## src/rtl/pds_pkg.sv

```systemverilog
package pds_pkg;
    localparam logic [7:0] WR_KEY = 8'h5A;

    typedef enum logic [1:0] {
        OP_NONE = 2'b00,
        OP_UP   = 2'b01,
        OP_DOWN = 2'b10,
        OP_RSVD = 2'b11
    } op_e;

    typedef enum logic [2:0] {
        S_IDLE,
        S_RAMP,
        S_EISO,
        S_REPAIR,
        S_UNDO,
        S_DN_EISO,
        S_DN_SW
    } state_e;

    typedef struct packed {
        logic [1:0] inrush;
        logic       dom;
        logic       fiso;
        logic       rep;
        logic       eiso;
        logic       sw;
    } ctl_t;
endpackage

```

## src/rtl/pds_timer.sv

```systemverilog
module pds_timer #(
    parameter int W = 8
) (
    input  logic         clk,
    input  logic         rst_n,
    input  logic         clr,
    output logic [W-1:0] cnt
);
    always_ff @(posedge clk or negedge rst_n) begin
        if (!rst_n)
            cnt <= '0;
        else if (clr)
            cnt <= '0;
        else if (cnt != {W{1'b1}})
            cnt <= cnt + 1'b1;
    end
endmodule

```

## src/rtl/pds_req.sv

```systemverilog
module pds_req
    import pds_pkg::*;
(
    input  logic       clk,
    input  logic       rst_n,
    input  logic       wr_valid,
    input  logic [7:0] wr_key,
    input  logic [1:0] wr_opc,
    input  logic       busy,
    output logic       start_up,
    output logic       start_dn
);
    logic key_ok;
    logic op_ok;
    op_e  wr_op;
    op_e  pend_q;
    op_e  issue;

    assign key_ok = wr_valid && (wr_key == WR_KEY);
    assign wr_op  = op_e'(wr_opc);
    assign op_ok  = key_ok && (wr_op == OP_UP || wr_op == OP_DOWN);

    always_comb begin
        issue = op_ok ? wr_op : pend_q;
    end

    assign start_up = !busy && (issue == OP_UP);
    assign start_dn = !busy && (issue == OP_DOWN);

    always_ff @(posedge clk or negedge rst_n) begin
        if (!rst_n)
            pend_q <= OP_NONE;
        else if (!busy)
            pend_q <= OP_NONE;
        else if (op_ok)
            pend_q <= wr_op;
    end


    key_gate_chk: assert property (@(posedge clk) disable iff (!rst_n)
        (!key_ok && pend_q == OP_NONE) |-> (!start_up && !start_dn));


    pend_hold_chk: assert property (@(posedge clk) disable iff (!rst_n)
        (busy && !op_ok) |=> (pend_q == $past(pend_q) || !$past(busy)));
endmodule

```

## src/rtl/pds_fsm.sv

```systemverilog
module pds_fsm
    import pds_pkg::*;
#(
    parameter int PG_CYC  = 150,
    parameter int REP_CYC = 50
) (
    input  logic clk,
    input  logic rst_n,
    input  logic start_up,
    input  logic start_dn,
    input  logic pwr_good,
    input  logic repair_done,
    output ctl_t ctl,
    output logic busy,
    output logic done,
    output logic err
);
    localparam int LONGEST = (PG_CYC > REP_CYC) ? PG_CYC : REP_CYC;
    localparam int TW = $clog2(LONGEST + 1);
    localparam logic [1:0] TOP_CODE = 2'b11;

    state_e        state_q;
    state_e        state_d;
    logic [TW-1:0] cnt;
    logic          tclr;
    logic          pg_to;
    logic          rep_to;
    logic          ramp_step;

    assign pg_to     = (cnt == TW'(PG_CYC - 1));
    assign rep_to    = (cnt == TW'(REP_CYC - 1));
    assign ramp_step = (state_q == S_RAMP) && !pwr_good && pg_to;
    assign tclr      = !(state_q == S_RAMP || state_q == S_REPAIR) || ramp_step;
    assign busy      = (state_q != S_IDLE);

    pds_timer #(.W(TW)) u_tmr (
        .clk   (clk),
        .rst_n (rst_n),
        .clr   (tclr),
        .cnt   (cnt)
    );

    always_ff @(posedge clk or negedge rst_n) begin
        if (!rst_n) state_q <= S_IDLE;
        else        state_q <= state_d;
    end

    always_comb begin
        state_d = state_q;
        unique case (state_q)
            S_IDLE: begin
                if (start_up && !ctl.sw) state_d = S_RAMP;
                else if (start_dn)       state_d = S_DN_EISO;
            end
            S_RAMP: begin
                if (pwr_good)                          state_d = S_EISO;
                else if (pg_to && ctl.inrush == TOP_CODE) state_d = S_UNDO;
            end
            S_EISO:    state_d = S_REPAIR;
            S_REPAIR: begin
                if (repair_done) state_d = S_IDLE;
                else if (rep_to) state_d = S_UNDO;
            end
            S_UNDO:    state_d = S_IDLE;
            S_DN_EISO: state_d = S_DN_SW;
            S_DN_SW:   state_d = S_IDLE;
            default:   state_d = S_IDLE;
        endcase
    end

    always_ff @(posedge clk or negedge rst_n) begin
        if (!rst_n) begin
            ctl  <= '0;
            done <= 1'b0;
            err  <= 1'b0;
        end else begin
            done <= 1'b0;
            err  <= 1'b0;
            unique case (state_q)
                S_IDLE: begin
                    if (start_up && !ctl.sw) begin
                        ctl.sw     <= 1'b1;
                        ctl.inrush <= 2'b00;
                    end else if (start_dn) begin
                        ctl.fiso <= 1'b0;
                    end
                end
                S_RAMP: begin
                    if (pwr_good)
                        ctl.eiso <= 1'b1;
                    else if (pg_to && ctl.inrush != TOP_CODE)
                        ctl.inrush <= ctl.inrush + 2'b01;
                end
                S_EISO: ctl.rep <= 1'b1;
                S_REPAIR: begin
                    if (repair_done) begin
                        ctl.rep  <= 1'b0;
                        ctl.fiso <= 1'b1;
                        ctl.dom  <= 1'b1;
                        done     <= 1'b1;
                    end else if (rep_to) begin
                        ctl.rep  <= 1'b0;
                        ctl.eiso <= 1'b0;
                    end
                end
                S_UNDO: begin
                    ctl.sw     <= 1'b0;
                    ctl.inrush <= 2'b00;
                    err        <= 1'b1;
                end
                S_DN_EISO: ctl.eiso <= 1'b0;
                S_DN_SW: begin
                    ctl.sw     <= 1'b0;
                    ctl.inrush <= 2'b00;
                    ctl.dom    <= 1'b0;
                    done       <= 1'b1;
                end
                default: ;
            endcase
        end
    end


    fiso_order_chk: assert property (@(posedge clk) disable iff (!rst_n)
        ctl.fiso |-> ctl.eiso);

    eiso_order_chk: assert property (@(posedge clk) disable iff (!rst_n)
        ctl.eiso |-> ctl.sw);

    rep_order_chk: assert property (@(posedge clk) disable iff (!rst_n)
        ctl.rep |-> ctl.eiso);

    inrush_rise_chk: assert property (@(posedge clk) disable iff (!rst_n)
        (ctl.sw && $past(ctl.sw)) |-> (ctl.inrush >= $past(ctl.inrush)));

    rollback_clear_chk: assert property (@(posedge clk) disable iff (!rst_n)
        $fell(ctl.sw) |-> (ctl.inrush == 2'b00 && !ctl.eiso));

    ignore_up_chk: assert property (@(posedge clk) disable iff (!rst_n)
        (state_q == S_IDLE && start_up && ctl.sw) |=> (state_q == S_IDLE));

    pulse_excl_chk: assert property (@(posedge clk) disable iff (!rst_n)
        !(done && err));

    done_pulse_chk: assert property (@(posedge clk) disable iff (!rst_n)
        done |=> !done);
endmodule

```

## src/rtl/pds_seq.sv

```systemverilog
module pds_seq
    import pds_pkg::*;
#(
    parameter int CLK_HZ      = 50_000_000,
    parameter int PG_WAIT_NS  = 3000,
    parameter int REP_WAIT_NS = 1000
) (
    input  logic        clk,
    input  logic        rst_n,
    input  logic        wr_valid,
    input  logic [31:0] wr_data,
    input  logic        pwr_good,
    input  logic        repair_done,
    output logic        sw_en,
    output logic [1:0]  inrush_lim,
    output logic        eiso_rel,
    output logic        mem_rep_req,
    output logic        fiso_rel,
    output logic        dom_en,
    output logic        busy,
    output logic        done,
    output logic        err,
    output logic [31:0] ctrl_word
);
    localparam int CYC_PER_US = CLK_HZ / 1_000_000;
    localparam int PG_RAW     = CYC_PER_US * PG_WAIT_NS / 1000;
    localparam int REP_RAW    = CYC_PER_US * REP_WAIT_NS / 1000;
    localparam int PG_CYC     = (PG_RAW < 1) ? 1 : PG_RAW;
    localparam int REP_CYC    = (REP_RAW < 1) ? 1 : REP_RAW;

    logic start_up;
    logic start_dn;
    ctl_t ctl;
    logic unused_wr;

    assign unused_wr = ^wr_data[23:2];

    pds_req u_req (
        .clk      (clk),
        .rst_n    (rst_n),
        .wr_valid (wr_valid),
        .wr_key   (wr_data[31:24]),
        .wr_opc   (wr_data[1:0]),
        .busy     (busy),
        .start_up (start_up),
        .start_dn (start_dn)
    );

    pds_fsm #(.PG_CYC(PG_CYC), .REP_CYC(REP_CYC)) u_fsm (
        .clk         (clk),
        .rst_n       (rst_n),
        .start_up    (start_up),
        .start_dn    (start_dn),
        .pwr_good    (pwr_good),
        .repair_done (repair_done),
        .ctl         (ctl),
        .busy        (busy),
        .done        (done),
        .err         (err)
    );

    assign sw_en       = ctl.sw;
    assign inrush_lim  = ctl.inrush;
    assign eiso_rel    = ctl.eiso;
    assign mem_rep_req = ctl.rep;
    assign fiso_rel    = ctl.fiso;
    assign dom_en      = ctl.dom;

    assign ctrl_word = {17'd0, ctl.inrush, ctl.dom, 6'd0, ctl.fiso, repair_done,
                        ctl.rep, ctl.eiso, pwr_good, ctl.sw};


    word_rsvd_chk: assert property (@(posedge clk) disable iff (!rst_n)
        (ctrl_word[31:15] == 17'd0 && ctrl_word[11:6] == 6'd0));
endmodule

```

## config.mk

```make
export PLATFORM = sky130hd
export DESIGN_NAME = pds_seq
export DESIGN_NICKNAME = d
export VERILOG_FILES = /design/src/rtl/pds_pkg.sv /design/src/rtl/pds_timer.sv /design/src/rtl/pds_req.sv /design/src/rtl/pds_fsm.sv /design/src/rtl/pds_seq.sv
export SDC_FILE = /design/constraint.sdc
export NUM_CORES = 1
export LEC_CHECK = 0
export ABC_CLOCK_PERIOD_IN_PS = 4800
export BUFFER_PORTS_ARGS = -buffer_cell sky130_fd_sc_hd__buf_4
export CAP_MARGIN = 25
export CORE_ASPECT_RATIO = 0.8
export CORE_UTILIZATION = 49
export DETAILED_ROUTE_END_ITERATION = 12
export PLACE_DENSITY = 0.83
export SKIP_CTS_REPAIR_TIMING = 1
export SYNTH_ARGS = -nofsm -noshare
export SYNTH_HDL_FRONTEND = slang
export SYNTH_HIERARCHICAL = 1
export SYNTH_SLANG_ARGS = --single-unit
```

## constraint.sdc

```tcl
create_clock -name clk -period 4.8 [get_ports clk]
set_input_delay 0 -clock clk [delete_from_list [all_inputs] [get_ports clk]]
set_output_delay 0 -clock clk [all_outputs]
set_load 0.05 [all_outputs]
```

==> results of run 1 <==
path summary, 6_finish.rpt:
path | from | end | slack (ns)
setup / recovery | u_fsm/state_q[1] | u_fsm/state_q[2] | 2.30
hold / removal | wr_data[0] | u_req/pend_q[0] | 0.04
setup reg to reg | u_fsm/state_q[1] | u_fsm/state_q[2] | 2.30
hold reg to reg | u_fsm/ctl[5] | u_fsm/ctl[5] | 0.53
max in group asynchronous | rst_n | u_fsm/state_q[2] | 4.42
min in group asynchronous | rst_n | u_fsm/u_tmr/cnt[2] | 0.16
worst max-delay path, cell delays in order (launching register included):
cell	delay, ns
dfrtp_1	0.51
or3_1	0.55
or3b_2	0.47
mux2i_1	0.27
nand2b_1	0.12
and4b_1	0.25
a21oi_1	0.13
a311oi_1	0.06
registers in the layout (all words and copies together), names as in the netlist:
| register | cells |
|---|---|
| u_fsm/u_tmr/cnt | 8 |
| u_req/pend_q | 2 |
| u_fsm/state_q | 3 |
| u_fsm/ctl | 7 |
| u_fsm/err | 1 |
| u_fsm/done | 1 |
placed cells by master (no fill, tap or decap), types with 4 or more instances in the layout:
| cell | count |
|---|---|
| nor2b_1 | 4 |
| buf_4 | 33 |
| dfrtp_1 | 22 |
| mux2i_1 | 5 |
| nand2_1 | 11 |
| conb_1 | 23 |
| a31oi_1 | 5 |
| a21oi_1 | 13 |
| o21ai_0 | 9 |
| nor2_1 | 6 |
through the flow:
step | setup slack [ns] | instance area [um^2]
2_1_floorplan | 2.15 | 1630
3_3_place_gp | 2.40 | 1660
3_5_place_dp | 2.36 | 1660
4_1_cts | 2.34 | 1700
5_1_grt | 2.20 | 1710
6_report | 2.30 | 1710
logic make-up after synthesis:
kind of cell / synth area share
compound gates: 0.137
xor+xnor: 0.00567
fa+ha+maj: 0.0162
buf+inv: 0.177
flops: 0.357
mux: 0.0421
other cells: 0.00243
simple gates: 0.263
area by class of cell:
cell class | instances | area, um^2
fill | 246 | 1160
multi-input combinational | 128 | 802
sequential | 22 | 551
timing repair buffer | 34 | 258
tap | 38 | 47.5
clock buffer | 3 | 41.3
inverter | 4 | 15.0
power breakdown:
part	total [mW]	switching (mW)	internal, mW
logic	0.464	0.329	0.135
clock network	0.110	0.0546	0.0559
registers	0.301	0.0730	0.228
total	0.875	0.456	0.419
layer usage:
| metal | track usage | share of wire | up-vias |
|---|---|---|---|
| met5 | 0 | 0 | - |
| met4 | 0.0296 | 0.0057 | 0 |
| met3 | 0.0522 | 0.078 | 2 |
| met2 | 0.304 | 0.48 | 56 |
| met1 | 0.245 | 0.44 | 577 |
| li1 | - | - | 602 |
==> flow_metrics.tcl, run 1 <==
set metrics [dict create \
    status "finished, final reports clean" \
    crit_arrival_ns 2.62 \
    cp_max_fo 13 \
    powerDensity_nw_per_um2 511 \
    async_flop_share 1.00 \
    netlist_instances 169 \
    drtIter0Drc 51 \
    grt_max_degree 23 \
    cts_inserted_buffers 3 \
    insertion_delay_ns 0.26 \
    grt_overflow 0 \
    timing.final.crit_share 0.522 \
    cts_root_buffer "clkbuf_8" \
    hold_viol 0 \
    cp.required_ns 4.91 \
    viasPerCell 5.40 \
    min_delay_path_depth 3 \
    grt_usage 0.184 \
    hold_class "in2reg" \
    hold_ws_ns 0.0422 \
    fp.dieW_um 64.8 \
    maxCapViolCount 0 \
    core_um2 2870 \
    finalSetupViolations 0 \
    p_total_uw 875 \
    dp_hpwl_um 2240 \
    routed_wl_um 2980 \
    yosysWarnings 6 \
    dieArea_um2 3380 \
    yosysTopAreaCell "dfrtp_1" \
    peakVddDrop_mv 0.301 \
    worst-setup-path-type "reg2reg" \
    synth_cell_types 45 \
    grt_pass1_vias 1033 \
    antenna_found_initial 0 \
    reg2reg_depth 7 \
    grt_pass1_wl_um 4670 \
    synth-seq-cells 22 \
    yosys-top-cells-area "dfrtp_1, buf_4, a21oi_1, mux2i_1, o21ai_0" \
    drcViolationCount 0 \
    netlist_area_um2 1540 \
    slew_viol_final 0 \
    finalNonFillerCells 229 \
    fin_tns_setup_ns 0 \
    rows 17 \
    period_needed_ns 2.50 \
    cts_max_level 1 \
    synth_area_per_cell_um2 9.14 \
    antenna_cells 0 \
    ant_nets 0 \
    place_congestion 0.865 \
    io_buffers 33 \
    clkTransAtPathRegs_ns 0.08 \
    end_kind "register" \
    cts_sinks 22 \
    io_pins 79 \
    cts_buffer_depth 2 \
    synthMostInstantiatedCell "buf_4" \
    ys_seq_area_frac 0.357 \
    synthTopCellsByCount "buf_4, dfrtp_1, a21oi_1" \
    drive_gt1_frac 0.257 \
    initial_core_util 0.538 \
    fin_skew_ns 0.00594 \
    vias 1237 \
    syn_to_final_growth_pct 11.0 \
    rsz0062_at_grt "false" \
    final_nets 232 \
    synth_flop_cell "dfrtp_1" \
    start_kind "register" \
    routedWlPerCell_um 13.0 \
    place_inst 225 \
    first_pass_iters 4 \
    synth_top_area_frac 0.357 \
    timing.fmax_ghz 0.399 \
    power_leakage_nw 0.778 \
    final_util 0.597 \
    synth-edff-count 0 \
    die_h_um 52.2 \
    cts_tree "done" \
]
Note: power is estimated with default switching activity, not from simulation.
==> run 2: changes to the inputs <==
--- a/config.mk
+++ b/config.mk
@@ -5,13 +5,13 @@
 export SDC_FILE = /design/constraint.sdc
 export NUM_CORES = 1
 export LEC_CHECK = 0
-export ABC_CLOCK_PERIOD_IN_PS = 4800
+export ABC_CLOCK_PERIOD_IN_PS = 2430
 export BUFFER_PORTS_ARGS = -buffer_cell sky130_fd_sc_hd__buf_4
 export CAP_MARGIN = 25
 export CORE_ASPECT_RATIO = 0.8
-export CORE_UTILIZATION = 49
+export CORE_UTILIZATION = 45
 export DETAILED_ROUTE_END_ITERATION = 12
-export PLACE_DENSITY = 0.83
+export PLACE_DENSITY = 0.77
 export SKIP_CTS_REPAIR_TIMING = 1
 export SYNTH_ARGS = -nofsm -noshare
 export SYNTH_HDL_FRONTEND = slang
==> constraint.sdc (replaced) <==
create_clock -name clk -period 2.43 [get_ports clk]
set_input_delay 0 -clock clk [delete_from_list [all_inputs] [get_ports clk]]
set_output_delay 0 -clock clk [all_outputs]
set_load 0.05 [all_outputs]
==> run 2 against run 1 <==
  * Final area rose by 3.4%
  * Highest routed layer is now met3
  * Worst hold slack worse by 0.025 ns
  * Clock skew fell by 0.0029 ns
  * Critical endpoint unchanged
  * Core utilization decreased by 3.9 points
  * First-iteration DRC count is 53% higher
  * Via count increased by 1.8%
  * Register-to-register slack lost 2.0 ns
  * Largest power group unchanged
==> flow_metrics.tcl, run 2 (synthesis results as in run 1) <==
set metrics [dict create \
    status "finished, final reports clean" \
    ant_nets 0 \
    worst-setup-path-type "reg2reg" \
    cts_max_level 1 \
    rows 18 \
    regMostFlops "u_fsm/u_tmr/cnt" \
    cts_inserted_buffers 3 \
    peakVddDrop_mv 0.653 \
    hold_class "in2reg" \
    cpPeakStageDelay_ns 0.45 \
    crit_path_top_delay_cell "or3b_2" \
    crit_start "u_fsm/state_q[2]" \
    cts_tree "done" \
    grt_pass1_wl_um 5020 \
    syn_to_final_growth_pct 14.8 \
    routed_wl_um 2960 \
    r2r_start "u_fsm/state_q[2]" \
    cts_buffer_depth 2 \
    fin_skew_ns 0.00304 \
    min_delay_worst_endpoint "u_req/pend_q[0]" \
    grt_pass1_vias 1109 \
    vias 1259 \
    drcViolationCount 0 \
    drtIter0Drc 78 \
    rsz0062_at_grt "false" \
    grt_usage 0.184 \
    cts_sinks 22 \
    initial_core_util 0.486 \
    p_total_mw 1.83 \
    cp_max_fo 9 \
    min_delay_path_depth 3 \
    fin_tns_setup_ns 0 \
    multi_input_area_um2 807 \
    start_kind "register" \
    dieArea_um2 3670 \
    viasPerCell 5.31 \
    nFillCells 282 \
    layout_common_cells "buf_4, conb_1, dfrtp_1" \
    timing.fmax_ghz 0.466 \
    place_congestion 0.812 \
    final_nets 237 \
    hold_viol 0 \
    antenna_cells 0 \
    reg2reg_to "u_fsm/state_q[2]" \
    clkTransAtPathRegs_ns 0.08 \
    seqCellArea_um2 551 \
    top_regs "u_fsm/u_tmr/cnt x8, u_fsm/ctl x7, u_fsm/state_q x3" \
    drive_gt1_frac 0.284 \
    first_pass_iters 4 \
    timing.final.crit_share 0.884 \
    end_kind "register" \
    crit_arrival_ns 2.28 \
    io_buffers 33 \
    maxCapViolCount 0 \
    period_needed_ns 2.15 \
    cts_root_buffer "clkbuf_8" \
    finalSetupViolations 0 \
    reg2reg_depth 7 \
    io_pins 79 \
    grt_overflow 0 \
    slew_viol_final 0 \
    largest_reg_flops 8 \
    die_h_um 54.4 \
    fp.dieW_um 67.5 \
    crit_chain "or3_4, or3b_2, mux2i_1, nand2b_1, and4b_1, a21oi_1, a311oi_1" \
    antenna_found_initial 0 \
    worstHoldStart "wr_data[0]" \
    r2r_slack_ns 0.28 \
    core_um2 3180 \
    cp.required_ns 2.56 \
    final_common_cell "buf_4" \
    dp_hpwl_um 2210 \
    grt_max_degree 23 \
    powerDensity_nw_per_um2 1030 \
    routedWlPerCell_um 12.5 \
    insertion_delay_ns 0.26 \
    power_leakage_nw 0.812 \
]
## run 2: cell count changes in the layout (fill, tap and decap cells not counted), sizes merged
cell    delta
buf        +5
clkbuf     +1
## run 2: where the power goes
part	internal (mW)	switching (mW)
Clock	0.144	0.113
Combinational	0.316	0.732
Sequential	0.451	0.0739
Total	0.912	0.919
## run 2: critical path, delay by kind of cell, from the launching register on
kind / cells / cell delay [ns]
compound gates: 2 / 0.16
flops: 1 / 0.38
mux: 1 / 0.24
simple gates: 4 / 1.24
## run 2: worst max-delay path by stage
stage / endpoint / slack [ns] / cells past startpoint
after floorplan: u_fsm/state_q[2] / 0.003 / 9
after global placement: u_fsm/state_q[2] / 0.31 / 7
after detailed placement: u_fsm/state_q[2] / 0.27 / 7
after CTS: u_fsm/state_q[2] / 0.29 / 7
after global routing: u_fsm/state_q[2] / 0.14 / 7
final: u_fsm/state_q[2] / 0.28 / 7
## run 2: metrics by stage
step	cells	worst slack [ns]	hold WS (ns)	cell area, um^2	utilization
after detailed placement	232	0.275	-0.0896	1710	0.538
after floorplan	191	0.00268	-0.296	1650	-
after global routing	237	0.137	0.0252	1770	0.558
after global placement	232	0.308	-0.0954	1710	0.538
final	237	0.282	0.0170	1770	0.558
after CTS	236	0.290	-0.384	1760	0.555
## run 2: cell type report
type	instances	area share
Inverter	4	0.00847
Tap cell	40	0.0282
Multi-Input combinational cell	128	0.455
Timing Repair Buffer	39	0.167
Clock buffer	4	0.0311
Sequential cell	22	0.311
## run 2: routing by layer
| metal | GRT usage | share of wire |
|---|---|---|
| met4 | 0.0390 | 0 |
| met1 | 0.259 | 0.49 |
| met3 | 0.0521 | 0.066 |
| met2 | 0.277 | 0.45 |
| met5 | 0 | 0 |
==> run 3: changes to the inputs <==
--- a/config.mk
+++ b/config.mk
@@ -8,8 +8,10 @@
 export ABC_CLOCK_PERIOD_IN_PS = 2430
 export BUFFER_PORTS_ARGS = -buffer_cell sky130_fd_sc_hd__buf_4
 export CAP_MARGIN = 25
+export CELL_PAD_IN_SITES_DETAIL_PLACEMENT = 1
+export CELL_PAD_IN_SITES_GLOBAL_PLACEMENT = 2
 export CORE_ASPECT_RATIO = 0.8
-export CORE_UTILIZATION = 45
+export CORE_UTILIZATION = 25
 export DETAILED_ROUTE_END_ITERATION = 12
 export PLACE_DENSITY = 0.77
 export SKIP_CTS_REPAIR_TIMING = 1
==> run 3 against run 2 <==
  * Power is 1.4% higher
  * Clock-buffer cell count unchanged
  * Setup slack lost 0.048 ns
  * Register-to-register slack worse by 0.05 ns
  * Critical path depth did not move
  * Sequential cell count unchanged
  * Largest cell class unchanged
  * Largest power group unchanged
==> flow_metrics.tcl, run 3 (synthesis results as in run 1) <==
set metrics [dict create \
    viasPerCell 4.48 \
    die_h_um 72.3 \
    cp_max_fo 9 \
    status "finished, final reports clean" \
    slew_viol_final 0 \
    power_leakage_nw 0.823 \
    vias 1253 \
    maxCapViolCount 0 \
    pwr-share-clk 0.144 \
    switching_share 0.508 \
    fp.dieW_um 89.9 \
    place_inst 275 \
    start_kind "register" \
    nFillCells 713 \
    hold_ws_ns 0.0179 \
    clkTransAtPathRegs_ns 0.08 \
    final_nets 239 \
    routed_wl_um 3530 \
    p_seq_frac 0.283 \
    switchingPower_uw 943 \
    dieArea_um2 6500 \
    fin_skew_ns 0.00503 \
    grt_overflow 0 \
    syn_to_final_growth_pct 19.1 \
    cts_tree "done" \
    period_needed_ns 2.20 \
    grt_max_degree 23 \
    timing.fmax_ghz 0.455 \
    io_buffers 33 \
    final_util 0.309 \
    initial_core_util 0.260 \
    hold_class "in2reg" \
    first_pass_iters 4 \
    final_common_cell "buf_4" \
    drtIter0Drc 18 \
    crit_arrival_ns 2.32 \
    peakVddDrop_mv 0.275 \
    grt_pass1_wl_um 5810 \
    cts_buffer_depth 2 \
    drcViolationCount 0 \
    rsz0062_at_grt "false" \
    cts_root_buffer "clkbuf_8" \
    worst-setup-path-type "reg2reg" \
    place_congestion 0.708 \
    top_regs "u_fsm/u_tmr/cnt x8, u_fsm/ctl x7, u_fsm/state_q x3" \
    dp_hpwl_um 2630 \
    antenna_cells 0 \
    insertion_delay_ns 0.26 \
    seqCellArea_um2 551 \
    cts_inserted_buffers 3 \
    grt_pass1_vias 1184 \
    cts_sinks 22 \
    hold_viol 0 \
    layout_common_cells "buf_4, conb_1, dfrtp_1" \
    largest_reg_flops 8 \
    powerDensity_nw_per_um2 1010 \
    multi_input_area_um2 807 \
    grt_usage 0.112 \
    fin_area_um2 1840 \
    core_um2 5940 \
    cts_max_level 1 \
    timing.final.crit_share 0.904 \
    rows 25 \
    combinationalPowerShare 0.573 \
    ant_nets 0 \
    intPower_uw 913 \
    fin_tns_setup_ns 0 \
    cp.required_ns 2.56 \
    routedWlPerCell_um 12.6 \
    drive_gt1_frac 0.291 \
    antenna_found_initial 0 \
    finalNonFillerCells 280 \
    finalSetupViolations 0 \
    placed_area_um2 1770 \
    end_kind "register" \
    regMostFlops "u_fsm/u_tmr/cnt" \
    io_pins 79 \
]
[run 3: cell types whose count changed in the layout (fill, tap and decap cells not counted)]
cell   delta
buf_4     +2
[run 3: per-layer routing]
layer  vias up  GRT usage  routed length (um)
li1        617          -                   -
met1       596      0.149                1720
met2        38      0.185                1640
met3         2     0.0147                 144
met4         0     0.0484                  29
met5         -          0                   0
[run 3: through the flow]
stage               setup slack, ns  power [mW]
floorplan                   0.00268        1.40
global placement              0.268        1.58
detailed placement            0.239        1.60
CTS                           0.222        1.88
global route                  0.112        1.96
finish                        0.234        1.86
[run 3: power by group through the flow]
stage / Sequential (mW) / Clock [mW] / Combinational, mW
6_report: 0.526 / 0.267 / 1.06
5_1_grt: 0.539 / 0.289 / 1.14
4_1_cts: 0.530 / 0.286 / 1.07
3_5_place_dp: 0.538 / 0 / 1.07
3_3_place_gp: 0.529 / 0 / 1.06
2_1_floorplan: 0.686 / 0 / 0.713
[run 3: worst paths after layout]
check | slack (ns) | end | cells past startpoint | start
worst min-delay path | 0.02 | u_req/pend_q[0] | 3 | wr_data[0]
worst min register to register | 0.53 | u_fsm/ctl[3] | 2 | u_fsm/ctl[3]
min in group asynchronous | 0.16 | u_fsm/u_tmr/cnt[5] | 2 | rst_n
worst max register to register | 0.23 | u_fsm/state_q[2] | 7 | u_fsm/state_q[2]
worst max-delay path | 0.23 | u_fsm/state_q[2] | 7 | u_fsm/state_q[2]
max in group asynchronous | 2.04 | u_req/pend_q[0] | 2 | rst_n
[run 3: cell type report]
| type | instances | area share |
|---|---|---|
| multi-input combinational | 128 | 0.439 |
| sequential | 22 | 0.299 |
| timing repair buffer | 41 | 0.169 |
| tap | 81 | 0.0551 |
| clock buffer | 4 | 0.0299 |
| inverter | 4 | 0.00816 |
[run 3: worst max-delay path: stages (launching register included)]
cell and delay [ns]:
dfrtp_1 0.38, or3_4 0.45, or3b_2 0.46, mux2i_1 0.25
nand2b_1 0.11, and4b_1 0.24, a21oi_1 0.12, a311oi_1 0.06
